## config.mk

```make
export PLATFORM = sky130hd
export DESIGN_NAME = cpx_xfer_unit
export DESIGN_NICKNAME = d
export VERILOG_FILES = /design/src/rtl/cpx_pkg.sv /design/src/rtl/cpx_decode.sv /design/src/rtl/cpx_load_seq.sv /design/src/rtl/cpx_regfile.sv /design/src/rtl/cpx_xfer_unit.sv
export SDC_FILE = /design/constraint.sdc
export NUM_CORES = 1
export LEC_CHECK = 0
export ABC_AREA = 1
export ABC_CLOCK_PERIOD_IN_PS = 3100
export BUFFER_PORTS_ARGS = -buffer_cell sky130_fd_sc_hd__buf_4
export CAP_MARGIN = 20
export CORE_ASPECT_RATIO = 1.5
export CORE_MARGIN = 3
export CORE_UTILIZATION = 35
export DETAILED_ROUTE_END_ITERATION = 12
export PLACE_DENSITY = 0.52
export SLEW_MARGIN = 10
export SYNTH_ARGS = -nofsm -noshare
export SYNTH_HDL_FRONTEND = slang
export SYNTH_SLANG_ARGS = --single-unit
```

## constraint.sdc

```tcl
create_clock -name clk_i -period 3.1 [get_ports clk_i]
set_input_delay 0.62 -clock clk_i [delete_from_list [all_inputs] [get_ports clk_i]]
set_output_delay 0.62 -clock clk_i [all_outputs]
set_load 0.05 [all_outputs]
```

## src/rtl/cpx_pkg.sv

```systemverilog
package cpx_pkg;
  localparam int unsigned INSTR_W   = 32;
  localparam int unsigned IDX_W     = 4;
  localparam int unsigned SUB_W     = 3;
  localparam int unsigned SRC_LSB   = 16;
  localparam int unsigned DST_LSB   = 12;
  localparam int unsigned SUB_LSB   = 5;
  localparam int unsigned DWORD_BIT = 22;

  localparam logic [SUB_W-1:0] FLT_SUB_MAX = 3'd2;
  localparam logic [SUB_W-1:0] INT_SUB_MAX = 3'd1;

  typedef enum logic [1:0] {
    K_TO_CP   = 2'd0,
    K_TO_HOST = 2'd1,
    K_LOAD    = 2'd2,
    K_RSVD    = 2'd3
  } op_kind_e;

  typedef struct packed {
    logic wr_lo;
    logic wr_hi;
    logic sext;
    logic rd_en;
    logic rd_hi;
    logic illegal;
    logic inc;
    logic done;
    logic cnt_adv;
    logic cnt_clr;
  } xfer_ctl_t;
endpackage

```

## src/rtl/cpx_decode.sv

```systemverilog
module cpx_decode
  import cpx_pkg::*;
(
  input  logic               valid_i,
  input  op_kind_e           kind_i,
  input  logic               int_grp_i,
  input  logic [INSTR_W-1:0] instr_i,
  input  logic               data_phase_i,
  input  logic               big_endian_i,
  input  logic               second_i,
  output xfer_ctl_t          ctl_o,
  output logic [IDX_W-1:0]   wr_idx_o,
  output logic [IDX_W-1:0]   rd_idx_o
);
  logic [IDX_W-1:0] src_idx, dst_idx;
  logic [SUB_W-1:0] sub_op;
  logic             dword, sub_ok;
  logic             unused_instr_bits;

  assign src_idx = instr_i[SRC_LSB +: IDX_W];
  assign dst_idx = instr_i[DST_LSB +: IDX_W];
  assign sub_op  = instr_i[SUB_LSB +: SUB_W];
  assign dword   = instr_i[DWORD_BIT];
  assign sub_ok  = int_grp_i ? (sub_op <= INT_SUB_MAX) : (sub_op <= FLT_SUB_MAX);

  assign unused_instr_bits = ^{instr_i[INSTR_W-1:DWORD_BIT+1],
                               instr_i[DWORD_BIT-1:SRC_LSB+IDX_W],
                               instr_i[DST_LSB-1:SUB_LSB+SUB_W],
                               instr_i[SUB_LSB-1:0]};

  always_comb begin
    ctl_o    = '0;
    wr_idx_o = src_idx;
    rd_idx_o = src_idx;
    if (valid_i) begin
      unique case (kind_i)
        K_TO_CP: begin
          ctl_o.done = 1'b1;
          if (sub_ok) begin
            ctl_o.wr_lo = (sub_op == '0);
            ctl_o.wr_hi = (sub_op != '0);
          end else begin
            ctl_o.illegal = 1'b1;
          end
        end
        K_TO_HOST: begin
          ctl_o.done = 1'b1;
          if (sub_ok) begin
            ctl_o.rd_en = 1'b1;
            ctl_o.rd_hi = (sub_op != '0);
          end else begin
            ctl_o.illegal = 1'b1;
          end
        end
        K_LOAD: begin
          wr_idx_o = dst_idx;
          if (!data_phase_i) begin
            ctl_o.cnt_clr = 1'b1;
            ctl_o.done    = 1'b1;
          end else if (dword) begin
            if (!second_i) begin
              // first word: endianness picks the half
              ctl_o.wr_hi   = big_endian_i;
              ctl_o.wr_lo   = !big_endian_i;
              ctl_o.cnt_adv = 1'b1;
              ctl_o.inc     = 1'b1;
            end else begin
              ctl_o.wr_hi   = !big_endian_i;
              ctl_o.wr_lo   = big_endian_i;
              ctl_o.cnt_clr = 1'b1;
              ctl_o.done    = 1'b1;
            end
          end else if (int_grp_i) begin
            ctl_o.wr_lo = 1'b1;
            ctl_o.wr_hi = 1'b1;
            ctl_o.sext  = 1'b1;
            ctl_o.done  = 1'b1;
          end else begin
            ctl_o.wr_hi = 1'b1;
            ctl_o.done  = 1'b1;
          end
        end
        default: begin
          ctl_o.illegal = 1'b1;
          ctl_o.done    = 1'b1;
        end
      endcase
    end
  end
endmodule

```

## src/rtl/cpx_load_seq.sv

```systemverilog
module cpx_load_seq (
  input  logic clk_i,
  input  logic rst_ni,
  input  logic adv_i,
  input  logic clr_i,
  output logic second_o
);
  always_ff @(posedge clk_i or negedge rst_ni) begin
    if (!rst_ni)    second_o <= 1'b0;
    else if (clr_i) second_o <= 1'b0;
    else if (adv_i) second_o <= 1'b1;
  end

  // a first word always moves the sequence to its second word
  a_r4_adv_to_second: assert property (@(posedge clk_i) disable iff (!rst_ni)
    adv_i |=> second_o);
  // no advance is requested while already waiting for the second word
  a_r4_no_double_adv: assert property (@(posedge clk_i) disable iff (!rst_ni)
    adv_i |-> !second_o);
  // a restart returns the sequence to its first word
  a_r6_restart: assert property (@(posedge clk_i) disable iff (!rst_ni)
    clr_i |=> !second_o);
endmodule

```

## src/rtl/cpx_regfile.sv

```systemverilog
module cpx_regfile #(
  parameter int unsigned NREGS  = 16,
  parameter int unsigned HALF_W = 32,
  localparam int unsigned IDX_W = $clog2(NREGS)
) (
  input  logic              clk_i,
  input  logic              rst_ni,
  input  logic              we_lo_i,
  input  logic              we_hi_i,
  input  logic              sext_i,
  input  logic [IDX_W-1:0]  wr_idx_i,
  input  logic [HALF_W-1:0] wdata_i,
  input  logic              rd_en_i,
  input  logic              rd_hi_i,
  input  logic [IDX_W-1:0]  rd_idx_i,
  output logic [HALF_W-1:0] rd_data_o
);
  logic [NREGS-1:0][HALF_W-1:0] lo_q, hi_q;
  logic [HALF_W-1:0]            hi_wdata;

  assign hi_wdata = sext_i ? {HALF_W{wdata_i[HALF_W-1]}} : wdata_i;

  for (genvar g = 0; g < NREGS; g++) begin : g_reg
    always_ff @(posedge clk_i or negedge rst_ni) begin
      if (!rst_ni) begin
        lo_q[g] <= '0;
        hi_q[g] <= '0;
      end else begin
        if (we_lo_i && (wr_idx_i == IDX_W'(g))) lo_q[g] <= wdata_i;
        if (we_hi_i && (wr_idx_i == IDX_W'(g))) hi_q[g] <= hi_wdata;
      end
    end
  end

  always_comb begin
    rd_data_o = '0;
    if (rd_en_i) rd_data_o = rd_hi_i ? hi_q[rd_idx_i] : lo_q[rd_idx_i];
  end

  // storage holds when no half is written
  a_r10_hold: assert property (@(posedge clk_i) disable iff (!rst_ni)
    (!we_lo_i && !we_hi_i) |=> ($stable(lo_q) && $stable(hi_q)));
  // a lower-half write leaves every upper half alone
  a_r2_upper_kept: assert property (@(posedge clk_i) disable iff (!rst_ni)
    (we_lo_i && !we_hi_i) |=> $stable(hi_q));
  // an upper-half write leaves every lower half alone
  a_r7_lower_kept: assert property (@(posedge clk_i) disable iff (!rst_ni)
    (we_hi_i && !we_lo_i) |=> $stable(lo_q));
  // a sign-extending write leaves the upper half a copy of the lower sign
  a_r8_sext: assert property (@(posedge clk_i) disable iff (!rst_ni)
    (we_lo_i && we_hi_i && sext_i) |=>
      (hi_q[$past(wr_idx_i)] == {HALF_W{lo_q[$past(wr_idx_i)][HALF_W-1]}}));
endmodule

```

## src/rtl/cpx_xfer_unit.sv

```systemverilog
module cpx_xfer_unit
  import cpx_pkg::*;
#(
  parameter int unsigned HALF_W = 32
) (
  input  logic               clk_i,
  input  logic               rst_ni,
  input  logic               op_valid_i,
  input  logic [1:0]         op_kind_i,
  input  logic               int_grp_i,
  input  logic [INSTR_W-1:0] instr_i,
  input  logic               data_phase_i,
  input  logic               big_endian_i,
  input  logic [HALF_W-1:0]  wdata_i,
  output logic [HALF_W-1:0]  rdata_o,
  output logic               inc_o,
  output logic               done_o,
  output logic               illegal_o
);
  localparam int unsigned NREGS = 1 << IDX_W;

  xfer_ctl_t        ctl;
  logic [IDX_W-1:0] wr_idx, rd_idx;
  logic             second;

  cpx_decode u_decode (
    .valid_i      (op_valid_i),
    .kind_i       (op_kind_e'(op_kind_i)),
    .int_grp_i    (int_grp_i),
    .instr_i      (instr_i),
    .data_phase_i (data_phase_i),
    .big_endian_i (big_endian_i),
    .second_i     (second),
    .ctl_o        (ctl),
    .wr_idx_o     (wr_idx),
    .rd_idx_o     (rd_idx)
  );

  cpx_load_seq u_seq (
    .clk_i    (clk_i),
    .rst_ni   (rst_ni),
    .adv_i    (ctl.cnt_adv),
    .clr_i    (ctl.cnt_clr),
    .second_o (second)
  );

  cpx_regfile #(.NREGS(NREGS), .HALF_W(HALF_W)) u_rf (
    .clk_i     (clk_i),
    .rst_ni    (rst_ni),
    .we_lo_i   (ctl.wr_lo),
    .we_hi_i   (ctl.wr_hi),
    .sext_i    (ctl.sext),
    .wr_idx_i  (wr_idx),
    .wdata_i   (wdata_i),
    .rd_en_i   (ctl.rd_en),
    .rd_hi_i   (ctl.rd_hi),
    .rd_idx_i  (rd_idx),
    .rd_data_o (rdata_o)
  );

  always_ff @(posedge clk_i or negedge rst_ni) begin
    if (!rst_ni)          illegal_o <= 1'b0;
    else if (ctl.illegal) illegal_o <= 1'b1;
  end

  assign inc_o  = ctl.inc;
  assign done_o = ctl.done;

  // one response per valid operation
  a_r5_one_resp: assert property (@(posedge clk_i) disable iff (!rst_ni)
    op_valid_i |-> (inc_o ^ done_o));
  // a continue is always followed by a sequence waiting for its second word
  a_r5_inc_then_second: assert property (@(posedge clk_i) disable iff (!rst_ni)
    inc_o |=> second);
  // the illegal flag is sticky
  a_r9_sticky: assert property (@(posedge clk_i) disable iff (!rst_ni)
    illegal_o |=> illegal_o);
  // idle cycles are silent
  a_r10_idle_quiet: assert property (@(posedge clk_i) disable iff (!rst_ni)
    !op_valid_i |-> (!inc_o && !done_o && (rdata_o == '0)));
endmodule

```

==> results.md, run 1 <==
* Leak Pwr at 27.9 nW
* WL per Instance at around 23 um
* Multi-input gate area at 0.0208 mm2
* Worst-Margin Slew at 1060 ps
* Count of pins over their slew limit at 0
* First-pass GRT wire length at roughly 280000 um
* Post-synth cell types at 23
* Max frequency at 326 MHz
* Final Hold Viols at 0
* Min-Delay Path Class: primary input to flop
* Register area share after synthesis at 52.9%
* Clk root buf: clkbuf_16
* Final TNS setup at 0 ps
* Syn_nets at 6433
* Die width at 310 um
* Die area at 0.143 mm2
* Syn Inst Count at 6361
* Vias in the first global route at 43106
* MaxCap Viol Count at 0
* GRT overflow at 0
* CTS tree: done
* Most frequent cells in the layout: nand2_1, nand3_1, dfrtp_1
* Final worst-path cycle share at 99.1%
* Layout cell share with drive strength beyond 1 at between 10% and 20%
* Starting density of the core at 35.4%
* # rows at 166
* WP data arrival at 2450 ps
* Final Skew at 11.8 ps
* Relative slew margins at between 20% and 30%
* P&R area growth vs syn at 18.0%
* Largest net degree at the start of global routing at 101
* PwrDens at 552 mW/mm2
* Peak VDD IR at between 0.3 and 0.4 mV
* Unrepaired setup endpoints after global routing: yes
* CTS Sinks at 1026
* Routed Wire Length at 186000 um
* Via density at 5.42
* Mapped cell area at 0.0485 mm2
* RD Place Congestion at 0.847
* Core area at 0.137 mm2
* Clk Latency, worst-skew pair at 720 ps
* CP Data Required Time at 2480 ps
* Setup violators final at 0
* Final net count at 6421
* Critical path class: primary input to output port
* WHS at about 190 ps
* H-tree depth at 3
* Initial antenna violation count at 2
* Yosys reg bits at 1026
* Most common cell after layout, fill and taps aside: nand2_1
* Critical Path Start Type: primary input
* Number of warnings issued by yosys at 0
* Clock transition at the registers of the reported paths at ~60 ps
* Max FO, Critical Path at 13
* Register Area at roughly 0.026 mm2
* Crit-path slowest cell: nand2_1
* Setup crit end kind: output port
* Die height at ~460 um
* Drt drc at 0
* ANT nets after route at 0
* Number of iterations in the first detailed-routing pass at 6
* CP max stage delay at about 260 ps
* Layout filler cell count at around 14000
* IO Count at around 110
* Routed vias at 44431
* Pre-CTS WS at -125 ps
* Min cycle time layout at 3070 ps
* Detailed Route Iter0 Violations at 4748
* Final core occ at 41.8%
* Critical path cell sequence: buf_4 -> nor2_1 -> nor2_1 -> nor2_2 -> nand3_2 -> inv_1 -> nand2_1 -> inv_2 -> buf_12 -> nand3_1 -> nand2_1 -> buf_4
* Run status: complete, no violations
* Power, Total at 31.6 mW
* GRT Total Usage at 25.9%
* Slack of the critical path at 28.7 ps
* I/O Buffers at 86
* Post-CTS setup repair buffer count at 0
* Mean area per synthesized cell at about 7.6 um2
* Dpl hpwl at 114000 um
* CTS Buf Count at 100
* Max clock buf depth at 3
logic make-up after synthesis:
family | count (synthesis) | synth area share (%)
flip-flops | 1026 | 52.9
AO/OA/AOI/OAI | 551 | 5.95
buffers and inverters | 603 | 4.84
AND/OR/NAND/NOR | 4181 | 36.3
through the flow:
stage / cells / area, um2
floorplan: 6361 / 48500
global placement: 8008 / 53900
detailed placement: 8008 / 53900
CTS: 8190 / 57200
global route: 8193 / 57300
finish: 8194 / 57300
power by group:
part           switching [mW]  internal, mW  leakage, nW  total (mW)
combinational            2.57          1.37         12.3        3.93
clock                    5.57          6.94         1.61        12.5
sequential              0.617          14.6         14.1        15.2
routing by layer:
| metal | track usage, % | vias to the layer above | part of all wire (%) |
|---|---|---|---|
| met1 | 34.7 | 21840 | 42 |
| li1 | - | 20693 | - |
| met5 | 0 | - | 0 |
| met4 | 9.66 | 0 | 3.5 |
| met2 | 43.2 | 1583 | 48 |
| met3 | 2.83 | 315 | 6.2 |
synth_stat cells (all sizes together):
cell	instances	area share (%)
o21ai	546	5.9
nand3	1464	15
a31oi	1	0.013
dfrtp	1026	53
a21oi	3	0.062
nor4	1	0.013
nor3	1	0.021
nand2	2683	21
buf	112	1.0
clkbuf	427	3.3
inv	64	0.49
nor2	32	0.37
a31o	1	0.018
path summary, 6_finish.rpt:
check / start / endpoint / slack [ps] / depth (start not counted)
setup / recovery: instr_i[5] / rdata_o[31] / 30 / 12
min in group asynchronous: rst_ni / u_rf.lo_q[489] / 430 / 2
hold / removal: op_valid_i / illegal_o / 190 / 2
max in group asynchronous: rst_ni / u_rf.hi_q[31] / 1550 / 4
setup reg to reg: u_seq.second_o / u_rf.hi_q[277] / 950 / 10
hold reg to reg: u_rf.hi_q[398] / u_rf.hi_q[398] / 470 / 2
layout make-up:
cell class	instances	share of cell area, %
tap	1764	3.85
clock buffer	147	5.10
sequential	1026	44.8
clock inverter	34	0.592
inverter	64	0.459
timing repair buffer	425	8.85
antenna	2	0.00874
multi-input combinational	4732	36.3
worst max-delay path: cells and delay by family:
family | cells | cell delay (ps)
buf+inv | 5 | 770
simple gates | 7 | 1030
state kept, by name, summed over array words and instances (netlist names):
register	flops
u_seq.second_o	1
u_rf.hi_q	512
illegal_o	1
u_rf.lo_q	512
repair_timing:
item	in CTS	in global routing
endpoints found under the hold margin	30	0
hold buffers	1	0
gates cloned	0	2
setup endpoints to repair	24	16
pin swaps	0	1
resized for setup	8	14
No activity file was read; power rests on OpenSTA's default activity.
==> run 2, diff against run 1 <==
ABC_AREA = 0   (was 1)
==> run 2 against run 1 <==
Sequential share of layout area increased by 1.4 points. Critical path depth decreased by 6. Total power decreased by 2.6%. Clock power decreased by 4%. Combinational power decreased by 8.7%. Non-clock buffer count decreased by 1. Utilization increased by 0.75 points. Sequential power about the same. Area after synthesis decreased by 4.5%. Largest power group unchanged. Highest routed layer is now met5.
==> results.md, run 2 <==
* CTS Sinks at 1026 (unchanged)
* Placed Instances at 5555 (-31%)
* Post-synth EDFFs at 0 (unchanged)
* Buf+Inv Stages, Crit Path at 2 (-3)
* WL per Instance at 23.6 um (+4.2%)
* Peak VDD IR at 0.353 mV (-12%)
* Mapped cell area at 0.0464 mm2 (-4.5%)
* I/O Buffers at 86 (unchanged)
* Clk Latency, worst-skew pair at 700 ps (-20 ps)
* Die area at 0.137 mm2 (-4.4%)
* Most frequent cells in the layout: dfrtp_1, nand2_1, mux2_2
* Layout cell share with drive strength beyond 1 at 31.1% (+20 points)
* Most common cell after layout, fill and taps aside: dfrtp_1
* First-pass GRT wire length at 207000 um (-26%)
* CP Data Required Time at 2480 ps (about the same)
* Top post-synthesis cells by area: dfrtp_1, mux2_2, mux2i_1
* Critical path cell sequence: mux4_2 -> mux2_4 -> a221oi_4 -> buf_4 -> nor3_4 -> buf_6
* H-tree depth at 3 (unchanged)
* Regs by FF count: u_rf.hi_q x512, u_rf.lo_q x512
* Die height at 452 um (-2.2%)
* Crit-path slowest cell: mux4_2
* Relative slew margins at 56.5% (+27 points)
* Max FO, Critical Path at 2 (-11)
* GRT overflow at 0 (unchanged)
* Number of iterations in the first detailed-routing pass at 5 (-1)
* # rows at 162 (-2.4%)
* Final Skew at 16.9 ps (+5.16 ps)
* CTS tree: done
* GRT Total Usage at 20.0% (-5.9 points)
* Detailed Route Iter0 Violations at 1944 (-59%)
* Clock transition at the registers of the reported paths at 60 ps (about the same)
* Final worst-path cycle share at 99.4% (+0.34 points)
* Final net count at 4020 (-37%)
* Vias in the first global route at 31503 (-27%)
* Starting density of the core at 35.5% (+0.050 points)
* CP max stage delay at 470 ps (+210 ps)
* Run status: complete, no violations
* MaxCap Viol Count at 0 (unchanged)
* Yosys reg bits at 1026 (unchanged)
* Post-synth ARST share at 100% (unchanged)
* Leak Pwr at 26.1 nW (-6.7%)
* CTS Buf Count at 98 (-2.0%)
* Count of pins over their slew limit at 0 (unchanged)
* Dpl hpwl at 84500 um (-26%)
* Top FF cell, synth: dfrtp_1
* Most common cell in the synthesized netlist: dfrtp_1
* WHS at 302 ps (+112 ps)
* Register area share after synthesis at 55.4% (+2.5 points)
* WP data arrival at 2460 ps (about the same)
* Routed Wire Length at 136000 um (-27%)
* Die width at 303 um (-2.2%)
* Syn Inst Count at 3761 (-41%)
* Synth top cells by count: dfrtp_1, nand2_1, mux2_2, o21ai_0, mux2i_1
* Max frequency at 324 MHz (-0.34%)
* ANT nets after route at 0 (unchanged)
* Clk root buf: clkbuf_16
* Post-synth cell types at 43 (+87%)
* Max clock buf depth at 3 (unchanged)
* P&R area growth vs syn at 19.9%
* Initial antenna violation count at 4 (+2)
* IO Count at 107 (unchanged)
* PwrDens at 553 mW/mm2 (+0.30%)
* Routed vias at 30283 (-32%)
* Non-Filler Instances at 5745 (-30%)
* Min-Delay Path Class: primary input to flop
* Critical Path Start Type: flop
* Yosys top cell by area: dfrtp_1
* Mean area per synthesized cell at 12.3 um2 (+62%)
* Top Family by Delay on Critical Path: multiplexers
* Placed Area at 0.0519 mm2 (-3.6%)
* Layout filler cell count at 12279 (-13%)
* Number of warnings issued by yosys at 0 (unchanged)
* RD Place Congestion at 0.773 (-8.7%)
* Syn_nets at 3833 (-40%)
* Setup violators final at 0 (unchanged)
* Unrepaired setup endpoints after global routing: yes
* Worst-Margin Slew at 653 ps (-409 ps)
* Via density at 5.27 (-2.8%)
* Min cycle time layout at 3080 ps (+10.4 ps)
* Design area at 0.0556 mm2 (-2.9%)
* Share of the synthesized area in the top cell type at 55.4% (+2.5 points)
* Core area at 0.131 mm2 (-4.6%)
* Largest net degree at the start of global routing at 115 (+14%)
* Drt drc at 0 (unchanged)
* Final Hold Viols at 0 (unchanged)
* Critical path class: flop to output port
* Setup crit end kind: output port
run 2: cell count changes after synthesis, moves of 49 or more:
cell and delta:
inv_1 -57, nand3_1 -1448, clkbuf_1 -206, a211o_1 +49
o21ai_1 -259, a21oi_1 +82, mux2i_1 +305, nand2_1 -2129
a22oi_1 +124, mux4_2 +128, mux2_2 +467, o21ai_0 +260
run 2: layer usage:
metal | wire length (um) | global-route usage (%) | up-vias | share of wire, %
li1 | - | - | 13926 | -
met5 | 10 | 0 | - | 0.0074
met2 | 67000 | 33.5 | 456 | 49
met4 | 2640 | 5.43 | 2 | 1.9
met1 | 61900 | 27.6 | 15758 | 46
met3 | 4110 | 2.14 | 141 | 3.0
run 2: area by class of cell:
class	count	area, um2	area share [%]
Antenna cell	2	5.00	0.00900
Clock buffer	145	2840	5.11
Clock inverter	28	288	0.518
Inverter	2	7.51	0.0135
Multi-Input combinational cell	2396	19900	35.8
Sequential cell	1026	25700	46.2
Tap cell	1722	2150	3.87
Timing Repair Buffer	424	4720	8.49
run 2: tightest hold or removal path: cells and delay by family:
kind	cells	cell delay, ps
AND/OR/NAND/NOR	1	110
AO/OA/AOI/OAI	1	90
buffers and inverters	1	130
run 2: per-stage QoR:
stage	util, %	power [mW]	setup TNS (ps)	worst slack (ps)
final	42.5	30.8	0	18.3
after global routing	42.5	32.2	-108	-69.1
after CTS	42.3	31.1	-58.8	-27.2
after detailed placement	39.7	19.0	-949	-161
after global placement	39.7	18.9	-1210	-167
after floorplan	-	17.5	0	39.4
run 2: cells by family (layout without fill, tap and decap cells):
| family | Yosys count | in the layout | synth area share [%] |
|---|---|---|---|
| flops | 1026 | 1026 | 55.4 |
| mux | 954 | 954 | 25.6 |
| compound gates | 837 | 837 | 10.8 |
| simple gates | 604 | 604 | 5.16 |
| buf+inv | 339 | 599 | 3.02 |
| xor+xnor | 1 | 1 | 0.0189 |
| other cells | 0 | 2 | 0 |
run 2: timing repair:
| action | CTS | global route |
|---|---|---|
| pin swaps | 14 | 10 |
| cloned | 3 | 4 |
| setup endpoints to repair | 28 | 27 |
| resized for setup | 34 | 30 |
| hold endpoints to repair | 25 | 0 |
| buffers inserted | 1 | 8 |
| hold buffers | 1 | 0 |
run 2: final timing paths:
kind                                 from        endpoint  slack (ps)  cells past startpoint
max                        u_rf.lo_q[446]     rdata_o[30]          20                      6
min                          data_phase_i  u_seq.second_o         300                      3
max reg2reg                u_seq.second_o  u_rf.lo_q[492]         850                      7
min reg2reg                     illegal_o       illegal_o         470                      1
max in group asynchronous          rst_ni  u_rf.lo_q[169]        1610                      4
min in group asynchronous          rst_ni  u_rf.hi_q[251]         440                      2
run 2: power breakdown:
group	switching, mW	internal [mW]
registers	0.595	14.6
logic	1.87	1.73
clock network	5.31	6.67
